[src/rtl/lsa_pkg.sv]
package lsa_pkg;
  localparam int unsigned LSA_DATA_W   = 32;
  localparam int unsigned LSA_GRP_W    = 4;
  localparam int unsigned LSA_BLK_GRPS = 4;
endpackage

[src/rtl/csel_group.sv]
// One group: generate/propagate terms plus both candidate sums.
module csel_group #(
  parameter int unsigned W = 4
) (
  input  logic [W-1:0] a,
  input  logic [W-1:0] b,
  output logic         g,
  output logic         p,
  output logic [W-1:0] sum_c0,
  output logic [W-1:0] sum_c1
);
  function automatic logic [W:0] slice_add(input logic [W-1:0] x,
                                           input logic [W-1:0] y,
                                           input logic c);
    return {1'b0, x} + {1'b0, y} + {{W{1'b0}}, c};
  endfunction

  logic [W:0] res0, res1;

  always_comb begin
    res0   = slice_add(a, b, 1'b0);
    res1   = slice_add(a, b, 1'b1);
    sum_c0 = res0[W-1:0];
    sum_c1 = res1[W-1:0];
    g      = res0[W];
    p      = &(a ^ b);
  end
endmodule

[src/rtl/cla_lookahead.sv]
// Expanded sum-of-products lookahead over N positions.
module cla_lookahead #(
  parameter int unsigned N = 4
) (
  input  logic [N-1:0] g,
  input  logic [N-1:0] p,
  input  logic         cin,
  output logic [N-1:0] carry,
  output logic         blk_g,
  output logic         blk_p
);
  // Carry entering position j, written as a flat OR of AND terms.
  function automatic logic span_carry(input logic [N-1:0] gv,
                                      input logic [N-1:0] pv,
                                      input logic c,
                                      input int unsigned j);
    logic acc, term, thru;
    thru = c;
    acc  = 1'b0;
    for (int k = 0; k < N; k++)
      if (k < j) thru = thru & pv[k];
    for (int i = 0; i < N; i++) begin
      if (i < j) begin
        term = gv[i];
        for (int k = 0; k < N; k++)
          if (k > i && k < j) term = term & pv[k];
        acc = acc | term;
      end
    end
    return acc | thru;
  endfunction

  for (genvar j = 0; j < N; j++) begin : g_pos
    assign carry[j] = span_carry(g, p, cin, j);
  end

  assign blk_g = span_carry(g, p, 1'b0, N);
  assign blk_p = &p;
endmodule

[src/rtl/cla_tree.sv]
// Two-level lookahead: group terms -> block terms -> block carries -> group carries.
module cla_tree #(
  parameter int unsigned NG = 8,
  parameter int unsigned BG = 4
) (
  input  logic [NG-1:0] g,
  input  logic [NG-1:0] p,
  input  logic          cin,
  output logic [NG:0]   grp_carry
);
  localparam int unsigned NB = NG / BG;

  logic [NB-1:0] blk_g, blk_p, blk_c;
  logic          top_g, top_p;

  for (genvar b = 0; b < NB; b++) begin : g_blk
    cla_lookahead #(.N(BG)) u_l1 (
      .g     (g[b*BG +: BG]),
      .p     (p[b*BG +: BG]),
      .cin   (blk_c[b]),
      .carry (grp_carry[b*BG +: BG]),
      .blk_g (blk_g[b]),
      .blk_p (blk_p[b])
    );
  end

  cla_lookahead #(.N(NB)) u_l2 (
    .g     (blk_g),
    .p     (blk_p),
    .cin   (cin),
    .carry (blk_c),
    .blk_g (top_g),
    .blk_p (top_p)
  );

  assign grp_carry[NG] = top_g | (top_p & cin);
endmodule

[src/rtl/lsa_adder.sv]
module lsa_adder #(
  parameter int unsigned DATA_W   = lsa_pkg::LSA_DATA_W,
  parameter int unsigned GRP_W    = lsa_pkg::LSA_GRP_W,
  parameter int unsigned BLK_GRPS = lsa_pkg::LSA_BLK_GRPS
) (
  input  logic [DATA_W-1:0] op_a,
  input  logic [DATA_W-1:0] op_b,
  input  logic              carry_in,
  output logic [DATA_W:0]   sum_out
);
  localparam int unsigned NG = DATA_W / GRP_W;

  logic [NG-1:0]            grp_gen, grp_prop;
  logic [NG:0]              grp_carry;
  logic [NG-1:0][GRP_W-1:0] sum_c0, sum_c1;
  logic [DATA_W-1:0]        sum_sel;

  for (genvar k = 0; k < NG; k++) begin : g_grp
    csel_group #(.W(GRP_W)) u_grp (
      .a      (op_a[k*GRP_W +: GRP_W]),
      .b      (op_b[k*GRP_W +: GRP_W]),
      .g      (grp_gen[k]),
      .p      (grp_prop[k]),
      .sum_c0 (sum_c0[k]),
      .sum_c1 (sum_c1[k])
    );
    assign sum_sel[k*GRP_W +: GRP_W] = grp_carry[k] ? sum_c1[k] : sum_c0[k];
  end

  cla_tree #(.NG(NG), .BG(BLK_GRPS)) u_tree (
    .g         (grp_gen),
    .p         (grp_prop),
    .cin       (carry_in),
    .grp_carry (grp_carry)
  );

  assign sum_out = {grp_carry[NG], sum_sel};
endmodule

[config.mk]
export PLATFORM = sky130hd
export DESIGN_NAME = lsa_adder
export DESIGN_NICKNAME = d
export VERILOG_FILES = /design/src/rtl/lsa_pkg.sv /design/src/rtl/csel_group.sv /design/src/rtl/cla_lookahead.sv /design/src/rtl/cla_tree.sv /design/src/rtl/lsa_adder.sv
export SDC_FILE = /design/constraint.sdc
export NUM_CORES = 1
export LEC_CHECK = 0
export ABC_AREA = 1
export BUFFER_PORTS_ARGS = -buffer_cell sky130_fd_sc_hd__buf_2
export CORE_ASPECT_RATIO = 2
export CORE_UTILIZATION = 35
export DETAILED_ROUTE_END_ITERATION = 8
export PLACE_DENSITY = 0.66
export SYNTH_ARGS = -nofsm -noshare
export SYNTH_HDL_FRONTEND = slang
export SYNTH_SLANG_ARGS = --single-unit
[constraint.sdc]
create_clock -name vclk -period 2.5
set_clock_uncertainty 0.2 [all_clocks]
set_input_delay 0.5 -clock vclk [all_inputs]
set_output_delay 0.5 -clock vclk [all_outputs]
set_load 0.02 [all_outputs]
==> After elaboration in Yosys (flattened, before gate mapping) <==
Cells that the tools add are included.
W data, S select, Z words.
{ "op_classes": {"reduce_logical": 11, "n_bitwise": 50, "n_addsub": 16, "muxes": 8} }
{ "ops": {"columns": ["op", "count"], "rows": [
  ["$add A4 B4 Y5", 8],
  ["$add A4 B1 Y4 const B", 8],
  ["$mux W4", 8],
  ["$reduce_and A16 Y1", 2],
  ["$reduce_and A32 Y1", 1],
  ["$reduce_and A4 Y1", 8],
  ["$xor A4 B4 Y4", 8],
  ["$and A1 B1 Y1", 21],
  ["$or A1 B1 Y1", 21]
]} }
{ "word_totals": {"ff_bits": 0, "output_inout_bits": 33} }

==> Longest topological paths before layout <==
{ "logic_depth": {"depth_word": 14, "mapped_depth": 14} }

==> Hierarchy <==
From an unflattened synthesis, not the netlist that was laid out.
{ "hier_totals": {"cells_unflattened": 428, "hier_area_um2": 2386.0} }
{ "by_module_without_submodules": {"columns": ["mod", "area_per_inst_um2", "cells_per_inst", "n_inst"], "rows": [
  ["csel_group (g_grp[0].u_grp ...)", 225.2, 35, 7],
  ["lsa_adder", 390.4, 104, 1],
  ["csel_group (g_grp[7].u_grp)", 217.7, 35, 1],
  ["cla_lookahead (u_tree.g_blk[0].u_l1 ...)", 76.3, 16, 2],
  ["cla_lookahead (u_tree.u_l2)", 37.5, 9, 1],
  ["cla_tree", 11.3, 3, 1]
]} }

==> Worst setup path before layout <==
OpenSTA, ideal clock, no wires.
{ "synth_timing": {"path_kind": "in2out", "startpoint": "in op_a[12]", "endpoint": "out sum_out[21]", "arrival_time_ns": 2.201, "path_slack_ns": -0.401, "required_time_ns": 1.800, "stages": 9, "cell_sequence": "ha_1 > fa_1 > a21oi_1 > nand2_1 > nor2_2 > nand2_4 > nand2_2 > nand2_4 > o21ai_0"} }
{ "synth_via": {"elab_chain_len": 10} }
{ "synth_lines": {"columns": ["item", "line_no", "text"], "rows": [
  ["start: declaration", "lsa_adder.sv:6", "input logic [DATA_W-1:0] op_a,"],
  ["$xor A4 B4 Y4", "csel_group.sv:26", "p = &(a ^ b);"],
  ["$reduce_and A4 Y1", "csel_group.sv:26", null],
  ["$and A1 B1 Y1", "cla_lookahead.sv:26", "if (k > i && k < j) term = term & pv[k];"],
  ["$or A1 B1 Y1 (3 in a row)", "cla_lookahead.sv:27", "acc = acc | term;"],
  ["$or A1 B1 Y1 *", "cla_lookahead.sv:30", "return acc | thru;"],
  ["$and A1 B1 Y1 *", "cla_lookahead.sv:21", "if (k < j) thru = thru & pv[k];"],
  ["$or A1 B1 Y1 *", "cla_lookahead.sv:30", null],
  ["$mux W4 *", "lsa_adder.sv:27", "assign sum_sel[k*GRP_W +: GRP_W] = grp_carry[k] ? sum_c1[k] : sum_c0[k];"],
  ["end: declaration", "lsa_adder.sv:9", "output logic [DATA_W:0] sum_out"]
]} }
Mark *: on every way between the ends. The rest lies on a longest branch, timed or not.

==> Worst setup path after layout <==
{ "layout_timing": {"startpoint": "in op_a[12]", "endpoint": "out sum_out[16]"} }
{ "layout_via": {"elab_chain_len": 8} }
{ "layout_lines": {"columns": ["item", "line_no"], "rows": [
  ["$xor A4 B4 Y4", "csel_group.sv:26"],
  ["$reduce_and A4 Y1", "csel_group.sv:26"],
  ["$and A1 B1 Y1", "cla_lookahead.sv:26"],
  ["$or A1 B1 Y1 (3 in a row)", "cla_lookahead.sv:27"],
  ["$or A1 B1 Y1 *", "cla_lookahead.sv:30"],
  ["$mux W4 *", "lsa_adder.sv:27"]
]} }
Marked as above.

==> flow_metrics.py <==
metrics = {
    "place": {
        "place_inst": 494,
        "gp_congestion": 0.800,
        "numPortBuffers": 98,
        "placed_area_um2": 3210,
        "dpl.hpwl_um": 4850,
    },
    "status": {
        "violations": "negative setup slack",
        "outcome": "finished, violations left",
    },
    "final_layout": {
        "seq_area_um2": 0,
        "drive_gt1_share_pct": 60.7,
        "final_common_cell": "buf_4",
        "seq_cells": 0,
        "final_nets": 563,
        "antenna_cells": 0,
        "mostFrequentLayoutCells": "buf_4, buf_2, nand2_1, ha_1, inv_1",
        "instances_no_fill": 506,
        "clkbuf_count": 0,
        "syn2layout_area_growth_pct": 97.8,
        "multiInputGateArea_um2": 2260,
        "final_cell_area_um2": 3740,
        "num-fill-cells": 405,
    },
    "floorplanning": {
        "io_pins": 98,
        "die_h_um": 106,
        "num_rows": 37,
        "core_um2": 5180,
        "die_x_um": 54.0,
        "die_area_um2": 5720,
        "initial_core_util_pct": 36.5,
    },
    "sta": {
        "worst_pin_slew_ns": 0.427,
        "slew_headroom_pct": 71.3,
        "rsz0062_at_grt": "true",
        "whs_ns": 1.25,
        "final_max_slew_viol_count": 0,
        "finalSetupViolCount": 32,
        "finalCriticalPeriod_ns": 2.88,
        "fmax_mhz": 347,
        "worst_slack_ns": -0.384,
        "period_share_pct": 115,
        "hold_violations": 0,
    },
    "run": {
        "maxCapViolCount": 0,
    },
    "worst_setup_path": {
        "cp.required_ns": 1.80,
        "crit_path_end_kind": "output pin",
        "path_class": "in2out",
        "start_kind": "primary input",
        "crit_fanout": 7,
        "crit_arrival_ns": 2.18,
    },
    "min_path": {
        "hold_class": "in2out",
    },
    "cts": {
        "hold_buffers": 0,
    },
    "synth": {
        "synth_top_family_by_area": "adder cells",
        "yosysUniqueCellTypes": 24,
        "seq_area_frac_synth_pct": 0,
        "postSynthCellCount": 275,
        "synthAdderAreaFrac_pct": 34.9,
        "syn_avg_cell_area_um2": 6.87,
        "synthSimpleGateAreaFrac_pct": 31.3,
        "syn_area_um2": 1890,
        "synth_warnings": 0,
        "synth_compound_area_share_pct": 8.01,
        "syn-num-nets": 388,
        "synth_mux_area_share_pct": 0,
        "synth_xor_xnor_area_share_pct": 18.4,
    },
    "detailed_routing": {
        "wl_um": 5940,
        "wl_per_cell_um": 11.7,
        "drc": 0,
        "vias": 2439,
        "vias_per_cell": 4.82,
        "drt_iter0_markers": 10,
        "final_antenna_net_count": 0,
        "firstDrtPassIters": 4,
    },
    "grt": {
        "grt-ovfl-total": 0,
        "grt_pass1_wl_um": 8940,
        "grt_usage_pct": 19.9,
        "antenna_found_initial": 0,
        "grt_max_degree": 8,
        "grt_pass1_vias": 2436,
    },
    "power": {
        "power_density_nw_per_um2": 395,
        "finalPower_w": 0.00148,
        "leakage_nw": 1.98,
        "max-vdd-ir-drop_mv": 0.299,
    },
}
-- metrics by stage --
stage	utilization, %	worst slack (ns)	setup TNS, ns
floorplan	-	-0.133	-1.87
global placement	61.8	-0.478	-10.24
detailed placement	61.8	-0.513	-11.13
CTS	69.1	-0.451	-9.27
global route	72.1	-0.455	-11.01
finish	72.1	-0.384	-8.52
-- report_power, final --
group          switching, W  internal, W
registers                 0            0
clock network             0            0
logic              0.000739     0.000738
total              0.000739     0.000738
-- metal layers --
metal  up-vias  GRT usage (%)  part of all wire [%]
li1       1235              -                     -
met1      1136           13.7                    28
met2        64           48.2                    67
met3         4          0.858                   4.0
met4         0           1.47                  0.72
met5         -              0                     0
-- synth_stat cells, drive strengths merged --
cell    n  area, um^2
o21ai  14        73.8
nand4   7        58.8
fa      8         160
ha     40         500
xnor2  18         158
nor3    2        15.0
nor2   20        82.6
nand3  22         120
inv    37         139
a21o    1        7.51
xor2   20         190
nand2  69         297
or2     2        12.5
nor4    1        6.26
a21oi  14        70.1
-- final timing paths --
| check | from | to | slack, ns | cells past startpoint |
|---|---|---|---|---|
| worst max-delay path | op_a[12] | sum_out[16] | -0.38 | 11 |
| worst min-delay path | op_b[31] | sum_out[32] | 1.25 | 5 |
-- logic make-up after synthesis --
kind of cell | Yosys count
compound gates | 29
buf+inv | 37
xor+xnor | 38
fa+ha+maj | 48
simple gates | 123
-- worst max-delay path, stage by stage --
cell     delay (ns)
buf_2          0.10
ha_2           0.19
fa_2           0.35
a21oi_2        0.13
nand2_1        0.07
nor2_2         0.14
nand2_4        0.12
buf_4          0.16
buf_6          0.12
xor2_2         0.16
buf_6          0.14
-- final cells by class --
| type | instances | area share, % |
|---|---|---|
| multi-input cells | 238 | 60.5 |
| repair buffers | 173 | 33.8 |
| inverters | 37 | 3.78 |
| well taps | 58 | 1.94 |
-- repair_timing --
item	4_1_cts	5_1_grt
resized for setup	98	30
pin swaps	36	24
setup buffers	6	6
setup endpoints to repair	32	32
Note: power is estimated with default switching activity, not from simulation.
